$ cat config.mk
export PLATFORM = sky130hd
export DESIGN_NAME = ipi_cmd_reg
export DESIGN_NICKNAME = d
export VERILOG_FILES = /design/src/rtl/ipi_pkg.sv /design/src/rtl/ipi_reset_sync.sv /design/src/rtl/ipi_cmd_store.sv /design/src/rtl/ipi_send_ctrl.sv /design/src/rtl/ipi_logical_id.sv /design/src/rtl/ipi_cmd_reg.sv
export SDC_FILE = /design/constraint.sdc
export NUM_CORES = 1
export LEC_CHECK = 0
export BUFFER_PORTS_ARGS = -buffer_cell sky130_fd_sc_hd__buf_2
export CAP_MARGIN = 10
export CORE_UTILIZATION = 44
export DETAILED_ROUTE_END_ITERATION = 8
export PLACE_DENSITY = 0.92
export SETUP_SLACK_MARGIN = 0.3
export SYNTH_ARGS = -nofsm -noshare
export SYNTH_HDL_FRONTEND = slang
export SYNTH_SLANG_ARGS = --single-unit
$ cat constraint.sdc
create_clock -name clk -period 2.5 [get_ports clk]
set_clock_uncertainty 0.05 [all_clocks]
set_input_delay 0.375 -clock clk [delete_from_list [all_inputs] [get_ports clk]]
set_output_delay 0.375 -clock clk [all_outputs]
set_load 0.05 [all_outputs]
$ cat src/rtl/ipi_pkg.sv
package ipi_pkg;

  typedef enum logic [2:0] {
    DM_FIXED   = 3'd0,
    DM_LOWPRI  = 3'd1,
    DM_SMI     = 3'd2,
    DM_RSVD    = 3'd3,
    DM_NMI     = 3'd4,
    DM_INIT    = 3'd5,
    DM_STARTUP = 3'd6,
    DM_UNDEF   = 3'd7
  } dmode_e;

  typedef enum logic [1:0] {
    SH_NONE     = 2'd0,
    SH_SELF     = 2'd1,
    SH_ALL_INCL = 2'd2,
    SH_ALL_EXCL = 2'd3
  } shorthand_e;

  typedef struct packed {
    logic [7:0] vector;
    dmode_e     dmode;
    logic       logical;
    logic       level;
    logic       trigger;
    shorthand_e sh;
  } cmd_t;

  // Command word bit positions (decoded by software and neighbours)
  localparam int VEC_LSB   = 0;
  localparam int DM_LSB    = 8;
  localparam int LOGIC_BIT = 11;
  localparam int BUSY_BIT  = 12;
  localparam int LEVEL_BIT = 14;
  localparam int TRIG_BIT  = 15;
  localparam int SH_LSB    = 18;

  // Error status bits
  localparam int ESR_SEND_ACCEPT = 2;
  localparam int ESR_ILLEGAL     = 5;

  // Register addresses
  localparam logic [1:0] ADDR_CMD_LO = 2'd0;
  localparam logic [1:0] ADDR_CMD_HI = 2'd1;
  localparam logic [1:0] ADDR_ESR    = 2'd2;
  localparam logic [1:0] ADDR_LDR    = 2'd3;

endpackage

$ cat src/rtl/ipi_reset_sync.sv
module ipi_reset_sync #(
  parameter int STAGES = 2
) (
  input  logic clk,
  input  logic rst_n,
  output logic rst_sync_n
);

  logic [STAGES-1:0] chain_q;
  logic [STAGES-1:0] chain_d;

  always_comb begin
    chain_d = {chain_q[STAGES-2:0], 1'b1};
  end

  always_ff @(posedge clk or negedge rst_n) begin
    if (!rst_n) begin
      chain_q <= '0;
    end else begin
      chain_q <= chain_d;
    end
  end

  assign rst_sync_n = chain_q[STAGES-1];

endmodule

$ cat src/rtl/ipi_cmd_store.sv
module ipi_cmd_store
  import ipi_pkg::*;
#(
  parameter int DEST_W     = 32,
  parameter int LEG_DEST_W = 8
) (
  input  logic                  clk,
  input  logic                  rst_n,
  input  logic                  lo_we,
  input  logic                  hi_we,
  input  logic                  ext_mode,
  input  cmd_t                  cmd_in,
  input  logic [DEST_W-1:0]     dest_ext_in,
  input  logic [LEG_DEST_W-1:0] dest_leg_in,
  output cmd_t                  cmd_q,
  output logic [DEST_W-1:0]     dest_q
);

  cmd_t              cmd_d;
  logic [DEST_W-1:0] dest_d;
  logic              cmd_en;
  logic              dest_en;

  always_comb begin
    cmd_en  = lo_we;
    dest_en = (lo_we && ext_mode) || hi_we;
    cmd_d   = cmd_q;
    dest_d  = dest_q;
    if (lo_we) begin
      cmd_d = cmd_in;
      if (ext_mode) begin
        dest_d = dest_ext_in;
      end
    end
    if (hi_we) begin
      dest_d                   = '0;
      dest_d[LEG_DEST_W-1:0]   = dest_leg_in;
    end
  end

  always_ff @(posedge clk or negedge rst_n) begin
    if (!rst_n) begin
      cmd_q <= '0;
    end else if (cmd_en) begin
      cmd_q <= cmd_d;
    end
  end

  always_ff @(posedge clk or negedge rst_n) begin
    if (!rst_n) begin
      dest_q <= '0;
    end else if (dest_en) begin
      dest_q <= dest_d;
    end
  end

endmodule

$ cat src/rtl/ipi_send_ctrl.sv
module ipi_send_ctrl
  import ipi_pkg::*;
#(
  parameter int ESR_W = 8
) (
  input  logic             clk,
  input  logic             rst_n,
  input  logic             launch_req,
  input  dmode_e           req_dmode,
  input  logic             esr_clr,
  input  logic             msg_ready,
  output logic             busy_q,
  output logic             accept,
  output logic [ESR_W-1:0] esr_q
);

  logic             busy_d;
  logic             busy_en;
  logic [ESR_W-1:0] esr_d;
  logic             esr_en;
  logic             illegal;
  logic             collide;
  logic             handshake;

  always_comb begin
    accept    = launch_req && !busy_q;
    collide   = launch_req && busy_q;
    illegal   = accept && (req_dmode == DM_RSVD);
    handshake = busy_q && msg_ready;

    busy_en = (accept && !illegal) || handshake;
    busy_d  = accept && !illegal;

    esr_en = esr_clr || collide || illegal;
    esr_d  = esr_q;
    if (esr_clr) begin
      esr_d = '0;
    end
    if (collide) begin
      esr_d[ESR_SEND_ACCEPT] = 1'b1;
    end
    if (illegal) begin
      esr_d[ESR_ILLEGAL] = 1'b1;
    end
  end

  always_ff @(posedge clk or negedge rst_n) begin
    if (!rst_n) begin
      busy_q <= 1'b0;
    end else if (busy_en) begin
      busy_q <= busy_d;
    end
  end

  always_ff @(posedge clk or negedge rst_n) begin
    if (!rst_n) begin
      esr_q <= '0;
    end else if (esr_en) begin
      esr_q <= esr_d;
    end
  end

endmodule

$ cat src/rtl/ipi_logical_id.sv
module ipi_logical_id #(
  parameter int ID_W      = 32,
  parameter int SUB_W     = 4,
  parameter int CLUSTER_W = 16
) (
  input  logic [ID_W-1:0] local_id,
  output logic [ID_W-1:0] logical_id
);

  localparam int ONEHOT_W = 1 << SUB_W;

  logic [ONEHOT_W-1:0]  onehot;
  logic [CLUSTER_W-1:0] cluster;

  genvar g;
  generate
    for (g = 0; g < ONEHOT_W; g++) begin : g_onehot
      assign onehot[g] = (local_id[SUB_W-1:0] == SUB_W'(g));
    end
  endgenerate

  assign cluster    = local_id[SUB_W +: CLUSTER_W];
  assign logical_id = {cluster, onehot};

endmodule

$ cat src/rtl/ipi_cmd_reg.sv
module ipi_cmd_reg
  import ipi_pkg::*;
#(
  parameter int DATA_W      = 64,
  parameter int ID_W        = 32,
  parameter int LEG_DEST_W  = 8,
  parameter int ESR_W       = 8,
  parameter int SYNC_STAGES = 2
) (
  input  logic              clk,
  input  logic              rst_n,
  input  logic              ext_mode,
  input  logic [ID_W-1:0]   local_id,
  input  logic              bus_req,
  input  logic              bus_we,
  input  logic [1:0]        bus_addr,
  input  logic [DATA_W-1:0] bus_wdata,
  output logic [DATA_W-1:0] bus_rdata,
  output logic              msg_valid,
  input  logic              msg_ready,
  output logic [7:0]        msg_vector,
  output logic [2:0]        msg_dmode,
  output logic              msg_logical,
  output logic              msg_level,
  output logic              msg_trigger,
  output logic [1:0]        msg_shorthand,
  output logic [ID_W-1:0]   msg_dest
);

  localparam int HALF_W = DATA_W / 2;

  logic             rst_int_n;
  logic             wr;
  logic             launch_req;
  logic             esr_clr;
  logic             hi_req;
  logic             lo_we;
  logic             hi_we;
  logic             busy_q;
  logic             accept;
  logic [ESR_W-1:0] esr_q;
  cmd_t             wr_cmd;
  cmd_t             cmd_q;
  logic [ID_W-1:0]  dest_q;
  logic [ID_W-1:0]  ldr;
  logic [HALF_W-1:0] lo_word;
  logic             unused_bits;

  ipi_reset_sync #(.STAGES(SYNC_STAGES)) u_rst (
    .clk        (clk),
    .rst_n      (rst_n),
    .rst_sync_n (rst_int_n)
  );

  // Bus decode
  always_comb begin
    wr         = bus_req && bus_we;
    launch_req = wr && (bus_addr == ADDR_CMD_LO);
    esr_clr    = wr && (bus_addr == ADDR_ESR);
    hi_req     = wr && (bus_addr == ADDR_CMD_HI) && !ext_mode;
    lo_we      = accept;
    hi_we      = hi_req && !busy_q;

    wr_cmd.vector  = bus_wdata[VEC_LSB +: 8];
    wr_cmd.dmode   = dmode_e'(bus_wdata[DM_LSB +: 3]);
    wr_cmd.logical = bus_wdata[LOGIC_BIT];
    wr_cmd.level   = bus_wdata[LEVEL_BIT];
    wr_cmd.trigger = bus_wdata[TRIG_BIT];
    wr_cmd.sh      = shorthand_e'(bus_wdata[SH_LSB +: 2]);
  end

  assign unused_bits = ^{bus_wdata[HALF_W-LEG_DEST_W-1:SH_LSB+2],
                         bus_wdata[SH_LSB-1:TRIG_BIT+1],
                         bus_wdata[BUSY_BIT+1], bus_wdata[BUSY_BIT],
                         local_id[ID_W-1:20]};

  ipi_send_ctrl #(.ESR_W(ESR_W)) u_ctrl (
    .clk        (clk),
    .rst_n      (rst_int_n),
    .launch_req (launch_req),
    .req_dmode  (wr_cmd.dmode),
    .esr_clr    (esr_clr),
    .msg_ready  (msg_ready),
    .busy_q     (busy_q),
    .accept     (accept),
    .esr_q      (esr_q)
  );

  ipi_cmd_store #(.DEST_W(ID_W), .LEG_DEST_W(LEG_DEST_W)) u_store (
    .clk         (clk),
    .rst_n       (rst_int_n),
    .lo_we       (lo_we),
    .hi_we       (hi_we),
    .ext_mode    (ext_mode),
    .cmd_in      (wr_cmd),
    .dest_ext_in (bus_wdata[DATA_W-1:HALF_W]),
    .dest_leg_in (bus_wdata[HALF_W-1 -: LEG_DEST_W]),
    .cmd_q       (cmd_q),
    .dest_q      (dest_q)
  );

  ipi_logical_id #(.ID_W(ID_W)) u_ldr (
    .local_id   (local_id),
    .logical_id (ldr)
  );

  // Read path
  always_comb begin
    lo_word                   = '0;
    lo_word[VEC_LSB +: 8]     = cmd_q.vector;
    lo_word[DM_LSB +: 3]      = cmd_q.dmode;
    lo_word[LOGIC_BIT]        = cmd_q.logical;
    lo_word[BUSY_BIT]         = busy_q;
    lo_word[LEVEL_BIT]        = cmd_q.level;
    lo_word[TRIG_BIT]         = cmd_q.trigger;
    lo_word[SH_LSB +: 2]      = cmd_q.sh;

    bus_rdata = '0;
    unique case (bus_addr)
      ADDR_CMD_LO: begin
        bus_rdata[HALF_W-1:0] = lo_word;
        if (ext_mode) begin
          bus_rdata[DATA_W-1:HALF_W] = dest_q;
        end
      end
      ADDR_CMD_HI: begin
        if (!ext_mode) begin
          bus_rdata[HALF_W-1 -: LEG_DEST_W] = dest_q[LEG_DEST_W-1:0];
        end
      end
      ADDR_ESR: begin
        bus_rdata[ESR_W-1:0] = esr_q;
      end
      default: begin
        if (ext_mode) begin
          bus_rdata[ID_W-1:0] = ldr;
        end
      end
    endcase
  end

  // Message port
  always_comb begin
    msg_valid     = busy_q;
    msg_vector    = cmd_q.vector;
    msg_dmode     = cmd_q.dmode;
    msg_logical   = cmd_q.logical;
    msg_level     = cmd_q.level;
    msg_trigger   = cmd_q.trigger;
    msg_shorthand = cmd_q.sh;
    if (cmd_q.sh != SH_NONE) begin
      msg_dest = '0;
    end else if (ext_mode) begin
      msg_dest = dest_q;
    end else begin
      msg_dest                 = '0;
      msg_dest[LEG_DEST_W-1:0] = dest_q[LEG_DEST_W-1:0];
    end
  end

endmodule

==> results of run 1 <==
-- kinds of logic (layout without fill, tap and decap cells) --
kind of cell,count (synthesis),in the layout,synth area share
compound gates,61,61,0.173
simple gates,139,139,0.274
buf+inv,28,217,0.0429
mux,18,18,0.0667
other cells,1,1,0.00125
flops,53,53,0.442
-- final cells by class --
type / instances / area share
sequential: 53 / 0.320
clock buffer: 6 / 0.0175
multi-input combinational: 219 / 0.377
clock inverter: 2 / 0.00241
timing repair buffer: 207 / 0.258
inverter: 2 / 0.00181
tap: 77 / 0.0232
-- power by group through the flow --
| stage | sequential (uW) | combinational [uW] | clock (uW) |
|---|---|---|---|
| after detailed placement | 1190 | 1220 | 0 |
| after global placement | 1180 | 1190 | 0 |
| after CTS | 1170 | 1220 | 477 |
| after floorplan | 1380 | 679 | 0 |
| after global routing | 1200 | 1280 | 505 |
| final | 1180 | 1220 | 463 |
-- repair_timing --
action / 4_1_cts / 5_1_grt
resized for setup: 1 / 2
endpoints found under the setup margin: 3 / 6
hold buffers: 1 / 0
hold endpoints to repair: 2 / 0
-- metrics by stage --
step | cells | hold slack (ns) | setup WS (ns)
2_1_floorplan | 300 | 0.0294 | 0.416
3_3_place_gp | 557 | 0.111 | 0.380
3_5_place_dp | 557 | 0.115 | 0.277
4_1_cts | 566 | 0.168 | 0.363
5_1_grt | 566 | 0.189 | 0.341
6_report | 566 | 0.151 | 0.385
-- flip-flops by register name (all words and copies together), names as in the netlist --
name,flops
u_rst.chain_q,2
u_store.cmd_q,16
u_store.dest_q,32
u_ctrl.esr_q,2
u_ctrl.busy_q,1
-- layer usage --
layer / part of all wire / global-route usage / vias up
li1: - / - / 1467
met1: 0.39 / 0.302 / 1471
met2: 0.51 / 0.467 / 155
met3: 0.073 / 0.0511 / 19
met4: 0.021 / 0.0878 / 0
met5: 0 / 0 / -
-- layout by cell type (no fill, tap or decap), types with 2 or more instances in the layout --
cell / Yosys / final
a22o_1: 39 / 39
a22oi_1: 8 / 8
and2_1: 48 / 48
and3_1: 25 / 25
buf_2: 13 / 195
buf_4: 0 / 10
clkbuf_8: 0 / 5
clkinv_2: 0 / 2
dfrtp_1: 53 / 52
inv_1: 2 / 2
mux2_2: 16 / 16
mux2i_1: 2 / 2
nand2_1: 5 / 5
nand2b_1: 2 / 2
nand3_1: 26 / 26
nor2_1: 10 / 7
nor2_2: 1 / 4
nor2b_1: 12 / 12
nor3_1: 4 / 3
o2bb2ai_1: 2 / 2
o31ai_1: 8 / 8
-- worst max path at each step --
| stage | start | slack, ns | endpoint |
|---|---|---|---|
| 6_report | bus_addr[1] | 0.39 | bus_rdata[0] |
| 5_1_grt | bus_addr[1] | 0.34 | bus_rdata[5] |
| 4_1_cts | bus_addr[0] | 0.36 | bus_rdata[5] |
| 3_5_place_dp | bus_addr[0] | 0.28 | bus_rdata[0] |
| 3_3_place_gp | bus_addr[0] | 0.38 | bus_rdata[4] |
| 2_1_floorplan | bus_addr[1] | 0.42 | bus_rdata[24] |
-- worst max-delay path, stage by stage --
cell     delay, ns
buf_2         0.29
nand2_1       0.19
nor3_2        0.39
a22o_1        0.19
buf_2         0.26
==> flow_metrics.env, run 1 <==
export IMPL_outcome="complete, but fails checks"
export IMPL_violations="DRC"
export IMPL_critPathMaxFanout=14
export IMPL_ff_latch_area_um2=1330
export IMPL_end_kind="primary output"
export IMPL_grt_ovfl_total=0
export IMPL_crit_type="primary input to primary output"
export IMPL_finalSetupTns_ns=0
export IMPL_syn_area_per_cell_um2=10.0
export IMPL_gp_congestion=0.821
export IMPL_yosysWarnings=0
export IMPL_vias=3112
export IMPL_post_route_period_util=0.846
export IMPL_synthTopCellsByCount="53 x dfrtp_1, 48 x and2_1, 39 x a22o_1"
export IMPL_io_pins=217
export IMPL_drv_slew=0
export IMPL_p_leak_uw=0.00236
export IMPL_sw_frac_of_total=0.447
export IMPL_synth_edf_count=0
export IMPL_slew_headroom=0.338
export IMPL_grt_pass1_wl_mm=14.7
export IMPL_combPwrFrac=0.426
export IMPL_rsz0062_at_grt="no"
export IMPL_syn_cell_area_um2=3000
export IMPL_port_buffer_count=196
export IMPL_max_freq_ghz=0.473
export IMPL_clock_path_buffers=2
export IMPL_r2r_start="u_ctrl.busy_q"
export IMPL_synth_area_top_cells="dfrtp_1 44%, a22o_1 11%, and2_1 10%"
export IMPL_synth_area_leader_cell="dfrtp_1"
export IMPL_fin_area_um2=4150
export IMPL_die_h_um=84.6
export IMPL_fin_nets=592
export IMPL_yosysSeqAreaShare=0.442
export IMPL_post_cts_setup_buffer_count=0
export IMPL_synth_distinct_cells=32
export IMPL_start_kind="primary input"
export IMPL_min_path_type="flop to async pin"
export IMPL_clockRootBuffer="clkbuf_8"
export IMPL_rrSetupSlack_ns=0.58
export IMPL_drt_pass1_iter_count=6
export IMPL_rr_worst_depth=3
export IMPL_peakVddDrop_uv=583
export IMPL_ys_ff_latch=53
export IMPL_first_global_vias=3114
export IMPL_antennaDiodeCount=0
export IMPL_postPlaceCellArea_um2=4050
export IMPL_hold_viol=0
export IMPL_synthCells=300
export IMPL_synth_top_area_share=0.442
export IMPL_power_switching_uw=1280
export IMPL_reg2reg_to="u_store.dest_q[21]"
export IMPL_cts_sinks=53
export IMPL_yosysMostFrequentCell="dfrtp_1"
export IMPL_finalSetupViolCount=0
export IMPL_grtUsageTotal=0.257
export IMPL_start_util=0.465
export IMPL_std_cell_rows=29
export IMPL_arrival_ns=1.69
export IMPL_core_area_um2=6460
export IMPL_vias_per_cell=5.50
export IMPL_ys_async_sr_fraction=1.00
export IMPL_clk_pin_slew_ns=0.09
export IMPL_p_per_area_nw_per_um2=689
export IMPL_required_ns=2.08
export IMPL_cap_violations=0
export IMPL_worst_slew_pin_slew_ns=0.992
export IMPL_wl_per_cell_um=16.3
export IMPL_utilization=0.642
export IMPL_dp_hpwl_mm=7.03
export IMPL_fin_crit_ns=2.11
export IMPL_fill_cells=541
export IMPL_syn_to_final_growth_pct=38.2
export IMPL_ys_flop_type="dfrtp_1"
export IMPL_drc=13
export IMPL_cts_buffers=5
export IMPL_wl_mm=9.23
export IMPL_drive_gt1_frac=0.489
export IMPL_intPower_uw=1580
export IMPL_multiInputGateArea_um2=1570
export IMPL_first_iter_violations=125
export IMPL_die_w_um=84.6
export IMPL_drtAntennaViolNets=0
export IMPL_die_area_um2=7160
export IMPL_htree_levels=2
export IMPL_antenna_found_initial=0
export IMPL_insertion_delay_ns=0.30
export IMPL_grt_max_degree=35
export IMPL_seq_power_share=0.412
export IMPL_finalPower_uw=2860
export IMPL_clkPwrFrac=0.162
export IMPL_tritoncts="done"
export IMPL_synth_nets=404
(Power assumes the default switching activity.)
==> run 2, diff against run 1 <==
CORE_ASPECT_RATIO = 1.5   (was unset)
CORE_UTILIZATION = 41   (was 44)
PLACE_DENSITY = 0.87   (was 0.92)
clock period = 2.14 ns   (was 2.5 ns; I/O delays follow)
==> run 2 against run 1 <==
  * The flow now finishes without violations
  * Cell count increased by 4.9%
  * Design area up 16%
  * Combinational power up 33%
  * Sequential power is 16% higher
  * Clock-buffer cell count decreased by 1
  * Total power is 29% higher
  * Largest power group unchanged
  * Flip-flop and latch count unchanged
  * Die area increased by 7.2%
  * Via count up 3.1%
  * Utilization is 4.5 points higher
  * Hold slack worse by 0.0076 ns
  * Register-to-register slack lost 0.14 ns
==> flow_metrics.env, run 2 (same netlist as run 1, synthesis figures left out) <==
export IMPL_worst_slew_pin_slew_ns=0.626
export IMPL_arrival_ns=1.45
export IMPL_drv_slew=0
export IMPL_top_register="u_store.dest_q"
export IMPL_grt_ovfl_total=0
export IMPL_grt_max_degree=33
export IMPL_max_freq_ghz=0.549
export IMPL_crit_type="flop to primary output"
export IMPL_syn_to_final_growth_pct=59.9
export IMPL_clk_pin_slew_ns=0.10
export IMPL_antennaDiodeCount=0
export IMPL_final_common_cell="buf_2"
export IMPL_power_switching_uw=1570
export IMPL_hold_viol=0
export IMPL_cap_violations=0
export IMPL_path_cells="nor2_4 > buf_8 > and3_2 > buf_6"
export IMPL_port_buffer_count=196
export IMPL_grt_pass1_wl_mm=14.6
export IMPL_drt_pass1_iter_count=4
export IMPL_reg_largest_list="u_store.dest_q x32, u_store.cmd_q x16"
export IMPL_cp_slowest_stage_delay_ns=0.42
export IMPL_cts_sinks=53
export IMPL_fin_nets=600
export IMPL_rsz0062_at_grt="yes"
export IMPL_wl_mm=10.1
export IMPL_cts_buffers=5
export IMPL_required_ns=1.77
export IMPL_drive_gt1_frac=0.581
export IMPL_slowest_stage="dfrtp_1"
export IMPL_tritoncts="done"
export IMPL_final_cell_mix="117 x buf_2, 52 x dfrtp_1, 47 x buf_6, 40 x and2_1, 39 x a22o_1"
export IMPL_fin_crit_ns=1.82
export IMPL_r2r_start="u_ctrl.busy_q"
export IMPL_core_area_um2=6990
export IMPL_p_leak_uw=0.00247
export IMPL_first_global_vias=3105
export IMPL_clock_path_buffers=2
export IMPL_place_inst=581
export IMPL_insertion_delay_ns=0.31
export IMPL_finalSetupTns_ns=0
export IMPL_clockRootBuffer="clkbuf_8"
export IMPL_outcome="finished, final reports clean"
export IMPL_clkPwrFrac=0.189
export IMPL_die_area_um2=7670
export IMPL_min_path_type="primary input to flop"
export IMPL_die_w_um=71.9
export IMPL_antenna_found_initial=0
export IMPL_dp_hpwl_mm=6.90
export IMPL_slew_headroom=0.581
export IMPL_cp_top_family="flip-flops"
export IMPL_io_pins=217
export IMPL_final_cells=594
export IMPL_end_kind="primary output"
export IMPL_largest_reg_flops=32
export IMPL_htree_levels=2
export IMPL_die_h_um=107
export IMPL_std_cell_rows=37
export IMPL_seq_power_share=0.372
export IMPL_min_from="msg_ready"
export IMPL_vias=3209
export IMPL_vias_per_cell=5.40
export IMPL_post_route_period_util=0.852
export IMPL_setup_worst_path_start="u_store.cmd_q[0]"
export IMPL_drtAntennaViolNets=0
export IMPL_drc=0
export IMPL_gp_congestion=0.828
export IMPL_p_per_area_nw_per_um2=769
export IMPL_wl_per_cell_um=16.9
export IMPL_finalSetupViolCount=0
export IMPL_holdWs_ns=0.144
export IMPL_crit_buf_inv=2
export IMPL_fill_cells=518
export IMPL_intPower_uw=2120
export IMPL_start_kind="flop"
export IMPL_sw_frac_of_total=0.425
export IMPL_start_util=0.429
export IMPL_combPwrFrac=0.439
export IMPL_peakVddDrop_uv=578
export IMPL_grtUsageTotal=0.244
export IMPL_first_iter_violations=246
export IMPL_critPathMaxFanout=16
-- run 2: power groups by stage --
stage	logic (uW)	clock network (uW)	registers [uW]
after floorplan	816	0	1610
after global placement	1410	0	1370
after detailed placement	1440	0	1390
after CTS	1530	717	1370
after global routing	1700	752	1400
final	1620	696	1370
-- run 2: timing repair --
| action | in CTS | in global routing |
|---|---|---|
| hold endpoints to repair | 2 | 0 |
| buffers inserted | 2 | 0 |
| pin swaps | 0 | 2 |
| cloned | 1 | 1 |
| setup endpoints to repair | 104 | 85 |
| resized for setup | 45 | 130 |
| hold buffers | 1 | 0 |
-- run 2: area by class of cell --
class                           instances  area, um2  area share
Timing Repair Buffer                  215       1570       0.327
Inverter                                2       7.51     0.00156
Clock buffer                            5       68.8      0.0143
Clock inverter                          3       46.3     0.00964
Multi-Input combinational cell        219       1660       0.346
Sequential cell                        53       1330       0.277
Tap cell                               97        121      0.0253
-- run 2: per-stage QoR --
stage	area (um2)	worst slack [ns]	utilization	total power (uW)
finish	4800	0.317	0.687	3690
global route	4800	0.257	0.687	3850
detailed placement	4190	0.130	0.599	2830
CTS	4460	0.300	0.638	3620
global placement	4190	0.169	0.599	2790
floorplan	3080	0.200	-	2430
-- run 2: final timing paths --
kind                                      end  slack [ns]  cells past startpoint
max                              msg_dest[24]        0.32                      4
min                             u_ctrl.busy_q        0.14                      2
max reg2reg                u_store.dest_q[15]        0.44                      4
min reg2reg                  u_store.cmd_q[0]        0.22                      0
max in group asynchronous  u_store.dest_q[12]        1.27                      1
min in group asynchronous    u_store.cmd_q[0]        0.22                      0
-- run 2: routing by layer --
metal  part of all wire  vias to the layer above  wire length, um  global-route usage
li1                   -                     1478                -                   -
met1               0.37                     1549             3710               0.272
met2               0.56                      163             5600               0.464
met3              0.053                       19              534              0.0348
met4              0.021                        0              214              0.0784
met5                  0                        -                0                   0
-- run 2: worst register-to-register path, stage by stage (launching register included) --
cell and delay (ns):
dfrtp_1 0.47, nand4bb_1 0.22, buf_4 0.18, nor2_4 0.46, a22o_1 0.26
==> run 3, diff against run 2 <==
CORE_UTILIZATION = 46   (was 41)
PLACE_DENSITY = 0.88   (was 0.87)
SYNTH_HIERARCHICAL = 1   (was unset)
==> run 3 against run 2 <==
  * Design area rose by 15%
  * Global-route usage rose by 0.35 points
  * Clock power rose by 9.9%
  * Non-clock buffer count rose by 5
  * Critical path type unchanged
  * Largest cell class unchanged
==> flow_metrics.env, run 3 <==
export IMPL_outcome="finished, final reports clean"
export IMPL_wl_mm=11.5
export IMPL_cap_violations=0
export IMPL_path_cells="or2_4 > buf_16 > nor2_4 > buf_6"
export IMPL_cp_slowest_stage_delay_ns=0.43
export IMPL_synth_edf_count=0
export IMPL_min_path_type="primary input to flop"
export IMPL_first_iter_violations=148
export IMPL_finalSetupViolCount=0
export IMPL_syn_to_final_growth_pct=39.3
export IMPL_fin_nets=698
export IMPL_grt_ovfl_total=0
export IMPL_vias=3869
export IMPL_port_buffer_count=196
export IMPL_tritoncts="done"
export IMPL_yosysSeqAreaShare=0.336
export IMPL_worst_slew_pin_slew_ns=0.592
export IMPL_first_global_vias=3563
export IMPL_end_kind="primary output"
export IMPL_cp_top_family="flip-flops"
export IMPL_gp_congestion=0.769
export IMPL_wl_per_cell_um=16.4
export IMPL_drc=0
export IMPL_dp_hpwl_mm=7.89
export IMPL_grt_pass1_wl_mm=17.4
export IMPL_holdWs_ns=0.167
export IMPL_cts_buffers=5
export IMPL_crit_type="flop to primary output"
export IMPL_io_pins=217
export IMPL_drv_slew=0
export IMPL_synth_area_leader_cell="dfrtp_1"
export IMPL_required_ns=1.77
export IMPL_peakVddDrop_uv=456
export IMPL_syn_cell_area_um2=3950
export IMPL_r2r_start="u_ctrl/busy_q"
export IMPL_fill_cells=638
export IMPL_place_inst=684
export IMPL_start_kind="flop"
export IMPL_largest_reg_flops=32
export IMPL_rsz0062_at_grt="yes"
export IMPL_synth_top_area_share=0.336
export IMPL_antenna_found_initial=0
export IMPL_synthTopCellsByCount="53 x dfrtp_1, 48 x nor2_1, 41 x nand2_1"
export IMPL_final_common_cell="buf_2"
export IMPL_start_util=0.473
export IMPL_cts_sinks=53
export IMPL_drive_gt1_frac=0.557
export IMPL_max_freq_ghz=0.536
export IMPL_critPathMaxFanout=11
export IMPL_ys_ff_latch=53
export IMPL_synth_area_top_cells="dfrtp_1 34%, buf_4 6.1%, mux2_2 4.6%"
export IMPL_die_w_um=77.7
export IMPL_core_area_um2=8360
export IMPL_synth_distinct_cells=40
export IMPL_insertion_delay_ns=0.29
export IMPL_drtAntennaViolNets=0
export IMPL_post_route_period_util=0.871
export IMPL_p_per_area_nw_per_um2=764
export IMPL_synthCells=430
export IMPL_min_from="msg_ready"
export IMPL_grtUsageTotal=0.247
export IMPL_reg_largest_list="u_store/dest_q x32, u_store/cmd_q x16"
export IMPL_ys_async_sr_fraction=1.00
export IMPL_grt_max_degree=63
export IMPL_slew_headroom=0.605
export IMPL_ff_latch_area_um2=1330
export IMPL_utilization=0.658
export IMPL_htree_levels=2
export IMPL_final_cells=701
export IMPL_fin_crit_ns=1.86
export IMPL_clock_path_buffers=2
export IMPL_yosysWarnings=6
export IMPL_finalSetupTns_ns=0
export IMPL_die_h_um=116
export IMPL_crit_buf_inv=2
export IMPL_ys_flop_type="dfrtp_1"
export IMPL_top_register="u_store/dest_q"
export IMPL_multiInputGateArea_um2=2330
export IMPL_clockRootBuffer="clkbuf_16"
export IMPL_p_leak_uw=0.00263
export IMPL_yosysMostFrequentCell="dfrtp_1"
export IMPL_drt_pass1_iter_count=5
export IMPL_std_cell_rows=41
export IMPL_setup_worst_path_start="u_store/cmd_q[1]"
export IMPL_slowest_stage="dfrtp_2"
export IMPL_vias_per_cell=5.52
export IMPL_syn_area_per_cell_um2=9.19
export IMPL_clk_pin_slew_ns=0.07
export IMPL_final_cell_mix="153 x buf_2, 50 x dfrtp_1, 41 x nand2_1, 32 x nand3_1, 28 x buf_6"
export IMPL_hold_viol=0
export IMPL_arrival_ns=1.49
export IMPL_die_area_um2=8970
export IMPL_antennaDiodeCount=0
-- run 3: area by class of cell --
cell class	count	share of cell area
clock buffer	6	0.0234
clock inverter	1	0.000910
inverter	11	0.00750
multi-input combinational	303	0.424
sequential	53	0.242
tap	107	0.0243
timing repair buffer	220	0.278
-- run 3: cell families after synthesis --
group                  synth area share
AOI/OAI and AO/OA                 0.189
buffers and inverters             0.137
DFF                               0.336
muxes                            0.0659
other                           0.00190
and+or+nand+nor                   0.271
-- run 3: metrics by stage --
stage	power, uW	setup slack, ns	area (um2)
floorplan	2830	0.195	4180
global placement	3170	0.234	5000
detailed placement	3220	0.179	5000
CTS	4130	0.295	5370
global route	4390	0.247	5500
finish	4200	0.275	5500
-- run 3: path summary, 6_finish.rpt --
kind                                     end  slack [ns]  cells after the start
setup / recovery                msg_dest[22]        0.28                      4
hold / removal                 u_ctrl/busy_q        0.17                      2
setup reg to reg           u_store/dest_q[3]        0.52                      5
hold reg to reg            u_store/dest_q[1]        0.23                      0
max in group asynchronous   u_store/cmd_q[1]        1.24                      1
min in group asynchronous  u_store/dest_q[1]        0.23                      0
-- run 3: worst reg2reg max path: stages, from the launching register on --
cell	delay (ns)
dfrtp_1	0.44
nand2b_1	0.20
nor4_4	0.21
buf_12	0.29
nand4b_1	0.18
o311ai_2	0.11
-- run 3: where the power goes --
| part | switching (uW) | internal (uW) | total (uW) |
|---|---|---|---|
| combinational | 1310 | 754 | 2060 |
| sequential | 167 | 1210 | 1370 |
| clock | 339 | 426 | 765 |
-- run 3: timing repair --
action,in CTS,in global routing
hold endpoints to repair,2,0
endpoints found under the setup margin,55,72
hold buffers,1,0
resized for setup,58,27
pin swaps,0,5
gates cloned,1,1
setup buffers,3,4
-- run 3: per-layer routing --
layer / vias to the layer above / wire length (um) / GRT usage
li1: 1808 / - / -
met1: 1853 / 4290 / 0.280
met2: 191 / 6040 / 0.455
met3: 17 / 832 / 0.0449
met4: 0 / 291 / 0.101
met5: - / 0 / 0
